<file path="src/rtl/alarm_pulse_pkg.sv">
// Shared constants for the alarm-aligned pulse generator: data widths and
// register addresses. Assumes the time value is exactly two data words wide.
package alarm_pulse_pkg;
    localparam int DW = 32;
    localparam int TW = 2 * DW;
    localparam int AW = 4;

    localparam logic [AW-1:0] ADR_CTRL  = 4'd0;
    localparam logic [AW-1:0] ADR_A1_LO = 4'd1;
    localparam logic [AW-1:0] ADR_A1_HI = 4'd2;
    localparam logic [AW-1:0] ADR_A2_LO = 4'd3;
    localparam logic [AW-1:0] ADR_A2_HI = 4'd4;
    localparam logic [AW-1:0] ADR_PER0  = 4'd5;

    typedef logic [TW-1:0] ns_t;
endpackage

</file>
<file path="src/rtl/apg_regs.sv">
// Configuration store: start-enable, two staged 64-bit alarms and one period
// per channel. Assumes PERW <= DW and ADR_PER0 + NCH fits in the address.
module apg_regs
    import alarm_pulse_pkg::*;
#(
    parameter int NCH  = 2,
    parameter int PERW = 32
) (
    input  logic                clk,
    input  logic                rst_n,
    input  logic                wr_en,
    input  logic [AW-1:0]       wr_addr,
    input  logic [DW-1:0]       wr_data,
    output logic                start_en_o,
    output ns_t                 alarm1_o,
    output ns_t                 alarm2_o,
    output logic [PERW-1:0]     period_o [NCH],
    output logic                alarm1_commit_o
);
    logic [DW-1:0] a1_lo_q, a2_lo_q;

    // Alarm 1 high-word write is the re-arm event for the channels.
    assign alarm1_commit_o = wr_en && (wr_addr == ADR_A1_HI);

    // Control bit, low-word staging and alarm commit on high-word writes.
    always_ff @(posedge clk) begin
        if (!rst_n) begin
            start_en_o <= 1'b0;
            a1_lo_q    <= '0;
            a2_lo_q    <= '0;
            alarm1_o   <= '0;
            alarm2_o   <= '0;
        end else if (wr_en) begin
            case (wr_addr)
                ADR_CTRL:  start_en_o <= wr_data[0];
                ADR_A1_LO: a1_lo_q    <= wr_data;
                ADR_A1_HI: alarm1_o   <= {wr_data, a1_lo_q};
                ADR_A2_LO: a2_lo_q    <= wr_data;
                ADR_A2_HI: alarm2_o   <= {wr_data, a2_lo_q};
                default:   ;
            endcase
        end
    end

    for (genvar i = 0; i < NCH; i++) begin : g_per
        localparam logic [AW-1:0] MY_ADR = ADR_PER0 + AW'(i);
        // Period register of channel i.
        always_ff @(posedge clk) begin
            if (!rst_n)
                period_o[i] <= '0;
            else if (wr_en && (wr_addr == MY_ADR))
                period_o[i] <= wr_data[PERW-1:0];
        end
    end
endmodule

</file>
<file path="src/rtl/apg_cross.sv">
// Crossing detector: flags the cycle where the time value moves from below
// the compare value to at or above it. Assumes time only moves forward except
// in cycles marked by jump_i, which are never treated as crossings.
module apg_cross
    import alarm_pulse_pkg::*;
(
    input  logic clk,
    input  logic rst_n,
    input  ns_t  cur_i,
    input  logic jump_i,
    input  ns_t  cmp_i,
    output logic hit_o
);
    ns_t  prev_q;
    logic vld_q;

    assign hit_o = vld_q && !jump_i && (prev_q < cmp_i) && (cur_i >= cmp_i);

    // Remember the previous sample; it is valid from the second cycle on.
    always_ff @(posedge clk) begin
        if (!rst_n) begin
            prev_q <= '0;
            vld_q  <= 1'b0;
        end else begin
            prev_q <= cur_i;
            vld_q  <= 1'b1;
        end
    end

    // with an unchanged compare value, one crossing never repeats next cycle.
    a_r3_single_cross: assert property (@(posedge clk) disable iff (!rst_n)
        hit_o |=> (!hit_o || (cmp_i != $past(cmp_i))));
endmodule

</file>
<file path="src/rtl/apg_chan.sv">
// One pulse channel. It waits for the start trigger, pulses, then counts a
// signed remainder down by the tick and pulses each time it reaches zero or
// below, adding the period back. Assumes tick_i > 0 and period_i >= tick_i.
module apg_chan #(
    parameter int PERW  = 32,
    parameter int TICKW = 32
) (
    input  logic             clk,
    input  logic             rst_n,
    input  logic             en_i,
    input  logic             rearm_i,
    input  logic             trig_i,
    input  logic [PERW-1:0]  period_i,
    input  logic [TICKW-1:0] tick_i,
    output logic             pulse_o
);
    localparam int REMW = ((PERW > TICKW) ? PERW : TICKW) + 2;

    logic                   run_q;
    logic signed [REMW-1:0] rem_q;
    logic signed [REMW-1:0] per_ext, tick_ext;
    logic                   due;

    assign per_ext  = {{(REMW-PERW){1'b0}}, period_i};
    assign tick_ext = {{(REMW-TICKW){1'b0}}, tick_i};
    assign due      = rem_q[REMW-1] || (rem_q == '0);

    // Wait / run state machine with remainder accumulation.
    always_ff @(posedge clk) begin
        if (!rst_n || !en_i || rearm_i) begin
            run_q   <= 1'b0;
            rem_q   <= '0;
            pulse_o <= 1'b0;
        end else if (!run_q) begin
            pulse_o <= trig_i;
            if (trig_i) begin
                run_q <= 1'b1;
                rem_q <= per_ext;
            end
        end else if (due) begin
            pulse_o <= 1'b1;
            rem_q   <= rem_q + per_ext;
        end else begin
            pulse_o <= 1'b0;
            rem_q   <= rem_q - tick_ext;
        end
    end

    // a cleared enable silences the output the next cycle.
    a_r9_disable_quiet: assert property (@(posedge clk) disable iff (!rst_n)
        !en_i |=> !pulse_o);
    // a re-arm cycle is followed by a quiet output.
    a_r10_rearm_quiet: assert property (@(posedge clk) disable iff (!rst_n)
        rearm_i |=> !pulse_o);
    // leaving the waiting state always comes with the first pulse.
    a_r5_first_pulse: assert property (@(posedge clk) disable iff (!rst_n)
        $rose(run_q) |-> pulse_o);
    // no pulse while the channel is waiting.
    a_r5_idle_quiet: assert property (@(posedge clk) disable iff (!rst_n)
        pulse_o |-> run_q);
endmodule

</file>
<file path="src/rtl/alarm_pulse_gen.sv">
// Top of the alarm-aligned pulse generator. Ties the register store, two
// crossing detectors and NCH pulse channels together. Assumes now_ns is a
// nanosecond count that advances by tick_ns per cycle except on load cycles.
module alarm_pulse_gen
    import alarm_pulse_pkg::*;
#(
    parameter int NCH   = 2,
    parameter int PERW  = 32,
    parameter int TICKW = 32
) (
    input  logic             clk,
    input  logic             rst_n,
    input  logic [TW-1:0]    now_ns,
    input  logic [TICKW-1:0] tick_ns,
    input  logic             now_load,
    input  logic             wr_en,
    input  logic [AW-1:0]    wr_addr,
    input  logic [DW-1:0]    wr_data,
    output logic [NCH-1:0]   pulse_o,
    output logic             pps_evt_o,
    output logic             alarm2_evt_o
);
    logic            start_en, a1_commit, hit1, hit2, rearm;
    ns_t             alarm1, alarm2;
    logic [PERW-1:0] period [NCH];

    apg_regs #(.NCH(NCH), .PERW(PERW)) u_regs (
        .clk(clk), .rst_n(rst_n), .wr_en(wr_en), .wr_addr(wr_addr),
        .wr_data(wr_data), .start_en_o(start_en), .alarm1_o(alarm1),
        .alarm2_o(alarm2), .period_o(period), .alarm1_commit_o(a1_commit));

    apg_cross u_cross1 (
        .clk(clk), .rst_n(rst_n), .cur_i(now_ns), .jump_i(now_load),
        .cmp_i(alarm1), .hit_o(hit1));

    apg_cross u_cross2 (
        .clk(clk), .rst_n(rst_n), .cur_i(now_ns), .jump_i(now_load),
        .cmp_i(alarm2), .hit_o(hit2));

    assign rearm = a1_commit || now_load;

    for (genvar i = 0; i < NCH; i++) begin : g_chan
        apg_chan #(.PERW(PERW), .TICKW(TICKW)) u_chan (
            .clk(clk), .rst_n(rst_n), .en_i(start_en), .rearm_i(rearm),
            .trig_i(hit1), .period_i(period[i]), .tick_i(tick_ns),
            .pulse_o(pulse_o[i]));
    end

    // Alarm 2 event strobe, registered one cycle after the crossing.
    always_ff @(posedge clk) begin
        if (!rst_n) alarm2_evt_o <= 1'b0;
        else        alarm2_evt_o <= hit2;
    end

    assign pps_evt_o = pulse_o[0];

    // the alarm 2 strobe follows a sample that reached the alarm value.
    a_r4_evt_reached: assert property (@(posedge clk) disable iff (!rst_n)
        alarm2_evt_o |-> ($past(now_ns) >= $past(alarm2)));
endmodule

</file>
<file path="config.mk">
export PLATFORM = sky130hd
export DESIGN_NAME = alarm_pulse_gen
export DESIGN_NICKNAME = d
export VERILOG_FILES = /design/src/rtl/alarm_pulse_pkg.sv /design/src/rtl/apg_regs.sv /design/src/rtl/apg_cross.sv /design/src/rtl/apg_chan.sv /design/src/rtl/alarm_pulse_gen.sv
export SDC_FILE = /design/constraint.sdc
export NUM_CORES = 1
export LEC_CHECK = 0
export BUFFER_PORTS_ARGS = -buffer_cell sky130_fd_sc_hd__buf_2
export CORE_UTILIZATION = 45
export CTS_CLUSTER_DIAMETER = 150
export DETAILED_ROUTE_END_ITERATION = 8
export SYNTH_ARGS = -nofsm -noshare
export SYNTH_HDL_FRONTEND = slang
export SYNTH_SLANG_ARGS = --single-unit
</file>
<file path="constraint.sdc">
create_clock -name clk -period 4.55 [get_ports clk]
set_input_delay 0.455 -clock clk [delete_from_list [all_inputs] [get_ports clk]]
set_output_delay 0.455 -clock clk [all_outputs]
set_load 0.02 [all_outputs]
</file>
# Yosys cells after proc, flatten, opt, wreduce, memory -nomap -nowiden
# Cells that the tools add are included.
dict set report word_totals {
  register_bits 395
  latchBits 0
  mem_bits_rw 0
  rom_bits 0
  elab_cells 70
  memories 0
}
dict set report op_classes {
  add_sub_neg 4
  multipliers 0
  div 0
  magnitude_cmp 4
  eq_ne 6
  shifts 0
  muxes 14
  bitwise 0
  n_reduce_logical 26
}
# op n
set ops {}
lappend ops {{34-bit two-way mux} 6}
lappend ops {{64-bit greater-or-equal comparator} 2}
lappend ops {{64-bit < comparator} 2}
lappend ops {{34-bit by 33-bit adder with 34-bit output} 2}
lappend ops {{34-bit logical NOT} 2}
lappend ops {{34-bit by 33-bit subtractor with 34-bit output} 2}
lappend ops {{4-bit by 3-bit equality test with 1-bit output (second input constant)} 3}
lappend ops {{2-bit AND reduction} 5}
lappend ops {{4-bit by 2-bit equality test with 1-bit output (second input constant)} 2}
lappend ops {{1-bit logical AND} 8}
lappend ops {{1-bit two-way mux} 8}
lappend ops {{1-bit logical OR} 5}
lappend ops {{4-bit by 1-bit equality test with 1-bit output (second input constant)} 1}
lappend ops {{4-bit logical NOT} 1}
lappend ops {{2-bit nonzero test} 2}
lappend ops {{1-bit logical NOT} 3}

# Logic depth before layout (Yosys ltp)
dict set report depth {
  word_depth 6
  ltp_mapped 20
  ltp_nobuf 18
}

# Cells and area by module
# A second synthesis with hierarchy kept.
dict set report hier_totals {
  hier_cells 3098
  area_unflattened_um2 27311.2
}
# mod instances cells_each area_per_inst_um2 seq_area_each_um2
set by_module_without_submodules {}
lappend by_module_without_submodules {apg_cross 2 531 4672.0 1301.2}
lappend by_module_without_submodules {apg_regs 1 876 9296.4 5144.9}
lappend by_module_without_submodules {apg_chan 2 578 4315.4 720.7}
lappend by_module_without_submodules {alarm_pulse_gen 1 4 40.0 20.0}

# Least setup slack after synthesis
# No wires, ideal clock.
dict set report synth_path {
  path_kind {reg2reg}
  from {register g_chan[0].u_chan.rem_q[2]}
  to {register g_chan[0].u_chan.rem_q[33]}
  setup_ps 120
  t_arrival_ps 4260
  required_ps 4430
  setup_slack_ps 170
  path_stages_with_launch 18
  synth_period_minus_slack_ps 4380
  path_cell_list {dfxtp_1 nor4_1 nand4_1 nor3_1 or2_2 clkbuf_1 clkbuf_1 mux2_2 ha_1 a21o_1 a31o_2 a221oi_2 o41ai_2 a31oi_2 o21bai_1 a211oi_1 mux2i_1 o31a_1}
}
dict set report synth_via {
  elab_chain_len 4
  word_cells_on_any_way 6
  cone_classes {2 x add/sub; 2 x mux; 2 x reduce/logical}
}
# element line_no
set synth_lines {}
lappend synth_lines {{from (decl)} apg_chan.sv:20} ;# logic signed [REMW-1:0] rem_q;
lappend synth_lines {{from (signal assigned)} apg_chan.sv:38} ;# rem_q <= per_ext;
lappend synth_lines {{from (signal assigned)} apg_chan.sv:42} ;# rem_q <= rem_q + per_ext;
lappend synth_lines {{from (signal assigned)} apg_chan.sv:45} ;# rem_q <= rem_q - tick_ext;
lappend synth_lines {{parallel branches: the longest is 2 deep, another holds 34-bit by 33-bit subtractor with 34-bit output} n/a}
lappend synth_lines {{34-bit two-way mux *} apg_chan.sv:40} ;# end else if (due) begin
lappend synth_lines {{34-bit two-way mux *} apg_chan.sv:34} ;# end else if (!run_q) begin
# Mark *: on every way between the ends.
# A chain may end at the register's enable or synchronous reset.

# Final worst setup path
dict set report layout_path {
  from {register g_chan[1].u_chan.rem_q[7]}
  to {register g_chan[1].u_chan.rem_q[33]}
}
dict set report layout_via {
  elab_chain_len 4
  word_cells_on_any_way 6
  cone_classes {2 x add/sub; 2 x mux; 2 x reduce/logical}
}
# element line_no
set layout_lines {}
lappend layout_lines {{from (decl)} apg_chan.sv:20}
lappend layout_lines {{from (signal assigned)} apg_chan.sv:38}
lappend layout_lines {{from (signal assigned)} apg_chan.sv:42}
lappend layout_lines {{from (signal assigned)} apg_chan.sv:45}
lappend layout_lines {{parallel branches: the longest is 2 deep, another holds 34-bit by 33-bit subtractor with 34-bit output} n/a}
lappend layout_lines {{34-bit two-way mux *} apg_chan.sv:40}
lappend layout_lines {{34-bit two-way mux *} apg_chan.sv:34}
# Marks and branches as above.

==> run_results.csv <==
group,metric,value,unit
drt,dr_total_vias,22180,
synth,yosys.cell_types.count,78,
synth,ys_ff_latch,395,
grt,met3_usage,4.325,%
setup_path,startpoint_type,"flop",
synth,synthXorXnorAreaFrac,2.824,%
placed_design,place_worst_setup_slack,-0.2103,ns
drt,drt-total-wl,81760,um
job,drv_cap,0,
grt,gr-total-overflow,0,
grt,grt_max_degree,115,
drt,drtIter0Drc,1368,
finish,utilization,54.03,%
drt,route.detailed.drc,0,
timing,finClkSkew,0.01246,ns
drt,via_per_inst,5.593,
floorplanning,die_h,236.8,um
synth,synth-simple-area-share,17.87,%
floorplanning,ioPinCount,140,
grt,first_global_vias,21960,
drt,drt-wirelength-per-cell,20.62,um
grt,grt_pass1_wl,126400,um
power_and_ir_drop,power_density,282.6,mW/mm^2
finish,multi_input_area,0.01596,sq mm
synth,syn_avg_cell_area,8.351,sq um
setup_path,arrival,4.88,ns
hold_path,hold_depth,2,
placed_design,dp.cells,3879,
setup_path,cp.required,5.02,ns
cts,path_clk_slew,0.06,ns
grt,use_met1,37.64,%
grt,track_usage,28.87,%
synth,ys.flop_type,"dfxtp_1",
setup_path,critical_path_class,"reg2reg",
drt,first_pass_iters,6,
cts,ctsLongestPathBuffers,3,
drt,ant_nets,0,
timing,tightest_slew,1.007,ns
synth,syn_inst,2971,
finish,regArea,0.007908,sq mm
power_and_ir_drop,switching_share,25.24,%
floorplanning,dieWidth,236.8,um
power_and_ir_drop,netSwitchingPower,2.086,mW
synth,synth_fa_ha_area_share,16.35,%
synth,synth_top_family_by_area,"compound AO/OA/AOI/OAI gates",
power_and_ir_drop,clock_power_share,47.1,%
timing,fin_ws,0.1426,ns
setup_path,critPathBufInv,2,
floorplanning,rows,85,
power_and_ir_drop,internal_power,6.181,mW
setup_path,crit_chain,"nor4_2, nand4_1, nor3_2, or2_4, buf_12, buf_4, mux2_2, ha_1, o211a_1, a211o_1, a31o_4, a21oi_2, o21ai_1, o41ai_2, o221a_2, mux2i_1, o31a_2",
finish,nets,3694,
synth,yosysWarningCount,0,
cts,holdBufCountCts,0,
setup_path,crit_path_end_kind,"flop",
grt,grt.met2_usage,48.31,%
power_and_ir_drop,combPwrFrac,10.0,%
cts,clockRootBuffer,"clkbuf_16",
placed_design,port_buffers,139,
placed_design,post_dp_cell_area,0.02752,sq mm
cts,clock_sinks,395,
power_and_ir_drop,p_seq_share,43.0,%
timing,post-route-period-util,96.87,%
finish,final_area,0.02925,sq mm
power_and_ir_drop,p_leak,11.83,nW
floorplanning,die_area,0.05608,sq mm
grt,top_usage_layer,"met2",
timing,max_slew_margin,32.61,%
finish,area_delta_synth_final,17.89,%
synth,synth-compound-area-share,21.20,%
setup_path,cp_max_fo,5,
setup_path,crit_family,"compound AO/OA/AOI/OAI gates",
finish,fillCellCount,5061,
finish,final_cells,3965,
timing,hold_viol,0,
status,status,"completed",
finish,drive_gt1_share,16.41,%
timing,max_freq,0.2269,GHz
cts,clkLatencyLatePin,0.58,ns
power_and_ir_drop,max-vdd-ir-drop,0.0002665,V
timing,min_period,4.407,ns
cts,cts_made_buffers,46,
floorplanning,core,0.05413,sq mm
synth,ys_seq_area_share,31.87,%
synth,synthMuxAreaShare,5.421,%
setup_path,slowest_stage,"o41ai_2",
placed_design,dpl.hpwl,61920,um
cts,cts_tree,"done",
floorplanning,start_util,45.83,%
cts,cts_htree_levels,2,
grt,antenna_found_initial,2,
setup_path,worst-path-stages,17,
timing,whs,0.1248,ns
timing,rsz0062_at_grt,"true",
synth,synth_nets,3430,
setup_path,max_stage_delay,0.43,ns
placed_design,gp_congestion,0.9423,
setup_path,reg2regPathDepth,17,
synth,synth_area,0.02481,sq mm
timing,slew_viol_final,0,
synth,synth-async-reset-ratio,0,%
timing,finalSetupViolCount,0,
synth,synth_edf_count,0,
hold_path,hold_path_class,"in2reg",
==> layer usage <==
layer  vias to the layer above  wire length (um)
li1                      10980                 -
met1                     10570             37200
met2                       493             38050
met3                       126              3714
met4                         2              2784
met5                         -                13
==> cells in the mapped netlist (all sizes together), types with 10 or more instances <==
master | n | share of area, %
a211oi | 28 | 0.87
a21boi | 259 | 7.8
a21o | 92 | 2.8
a21oi | 181 | 3.7
a221oi | 10 | 0.38
and2 | 65 | 1.6
and3 | 12 | 0.31
and4 | 13 | 0.46
buf | 11 | 0.26
clkbuf | 125 | 1.9
dfxtp | 395 | 32
ha | 321 | 16
inv | 152 | 2.3
mux2 | 59 | 2.7
mux2i | 68 | 2.7
nand2 | 597 | 9.0
nand2b | 13 | 0.33
nand3 | 37 | 0.75
nand4 | 48 | 1.2
nor2 | 82 | 1.2
nor2b | 14 | 0.38
nor3 | 28 | 0.56
nor4 | 26 | 0.78
o21a | 13 | 0.39
o21ai | 113 | 2.3
o21bai | 11 | 0.33
o22ai | 12 | 0.30
xnor2 | 49 | 1.7
xor2 | 31 | 1.1
==> path summary, 6_finish.rpt <==
check	start	end	slack [ns]
setup / recovery	g_chan[1].u_chan.rem_q[7]	g_chan[1].u_chan.rem_q[33]	0.14
hold / removal	now_ns[57]	u_cross2.prev_q[57]	0.12
setup reg to reg	g_chan[1].u_chan.rem_q[7]	g_chan[1].u_chan.rem_q[33]	0.14
hold reg to reg	u_regs.a2_lo_q[31]	u_regs.alarm2_o[31]	0.46
==> power by group through the flow <==
stage / combinational (mW) / clock, mW / sequential, mW
final: 0.826 / 3.89 / 3.55
after floorplan: 0.457 / 0 / 3.61
after global placement: 0.794 / 0 / 3.63
after detailed placement: 0.820 / 0 / 3.63
after CTS: 0.825 / 3.96 / 3.55
after global routing: 0.912 / 4.10 / 3.55
==> state kept, by name, indices dropped and copies added (netlist names) <==
name                   flops
u_cross2.vld_q             1
u_regs.alarm1_o           64
alarm2_evt_o               1
g_chan.u_chan.pulse_o      2
g_chan.u_chan.rem_q       68
u_regs.start_en_o          1
u_regs.period_o           64
u_cross2.prev_q           64
u_regs.a2_lo_q            32
u_regs.alarm2_o           64
u_regs.a1_lo_q            32
g_chan.u_chan.run_q        2
==> repair_timing <==
item	CTS	global route
pin swaps	0	8
setup endpoints to repair	9	19
setup buffers	0	4
resized for setup	6	23
==> cells by family after synthesis <==
family	count (synthesis)
compound gates	785
simple gates	972
xor+xnor	80
buf+inv	289
fa+ha+maj	323
flops	395
mux	127
==> cells in the final DEF (no fill, tap or decap), types with 64 or more instances in the layout <==
cell	synthesis	routed
a21o_1	92	92
a21oi_1	181	178
nand2_1	597	597
dfxtp_1	395	395
and2_1	64	64
mux2i_1	68	68
o21ai_0	113	109
nor2_1	82	82
inv_1	151	151
a21boi_0	259	259
ha_1	321	320
buf_4	4	207
buf_2	6	138
==> worst register-to-register path, stage by stage, from the launching register on <==
cell and delay [ns]:
dfxtp_1 0.35, nor4_2 0.35, nand4_1 0.19, nor3_2 0.23
or2_4 0.20, buf_12 0.12, buf_4 0.12, mux2_2 0.33
ha_1 0.30, o211a_1 0.15, a211o_1 0.33, a31o_4 0.26
a21oi_2 0.14, o21ai_1 0.11, o41ai_2 0.43, o221a_2 0.30
mux2i_1 0.07, o31a_2 0.33
==> layout make-up <==
cell class | count | share of cell area, %
clock buffer | 64 | 4.581
antenna | 2 | 0.01711
tap | 696 | 2.977
clock inverter | 16 | 0.7571
timing repair buffer | 352 | 8.093
sequential | 395 | 27.03
inverter | 153 | 1.963
multi-input combinational | 2287 | 54.58
==> stage by stage <==
| stage | TNS (ns) | power [mW] |
|---|---|---|
| 6_report | 0 | 8.267 |
| 5_1_grt | -0.03129 | 8.568 |
| 4_1_cts | 0 | 8.339 |
| 3_5_place_dp | -0.5943 | 4.446 |
| 3_3_place_gp | -0.4984 | 4.420 |
| 2_1_floorplan | 0 | 4.068 |
Power figures use the tool's default switching activity.
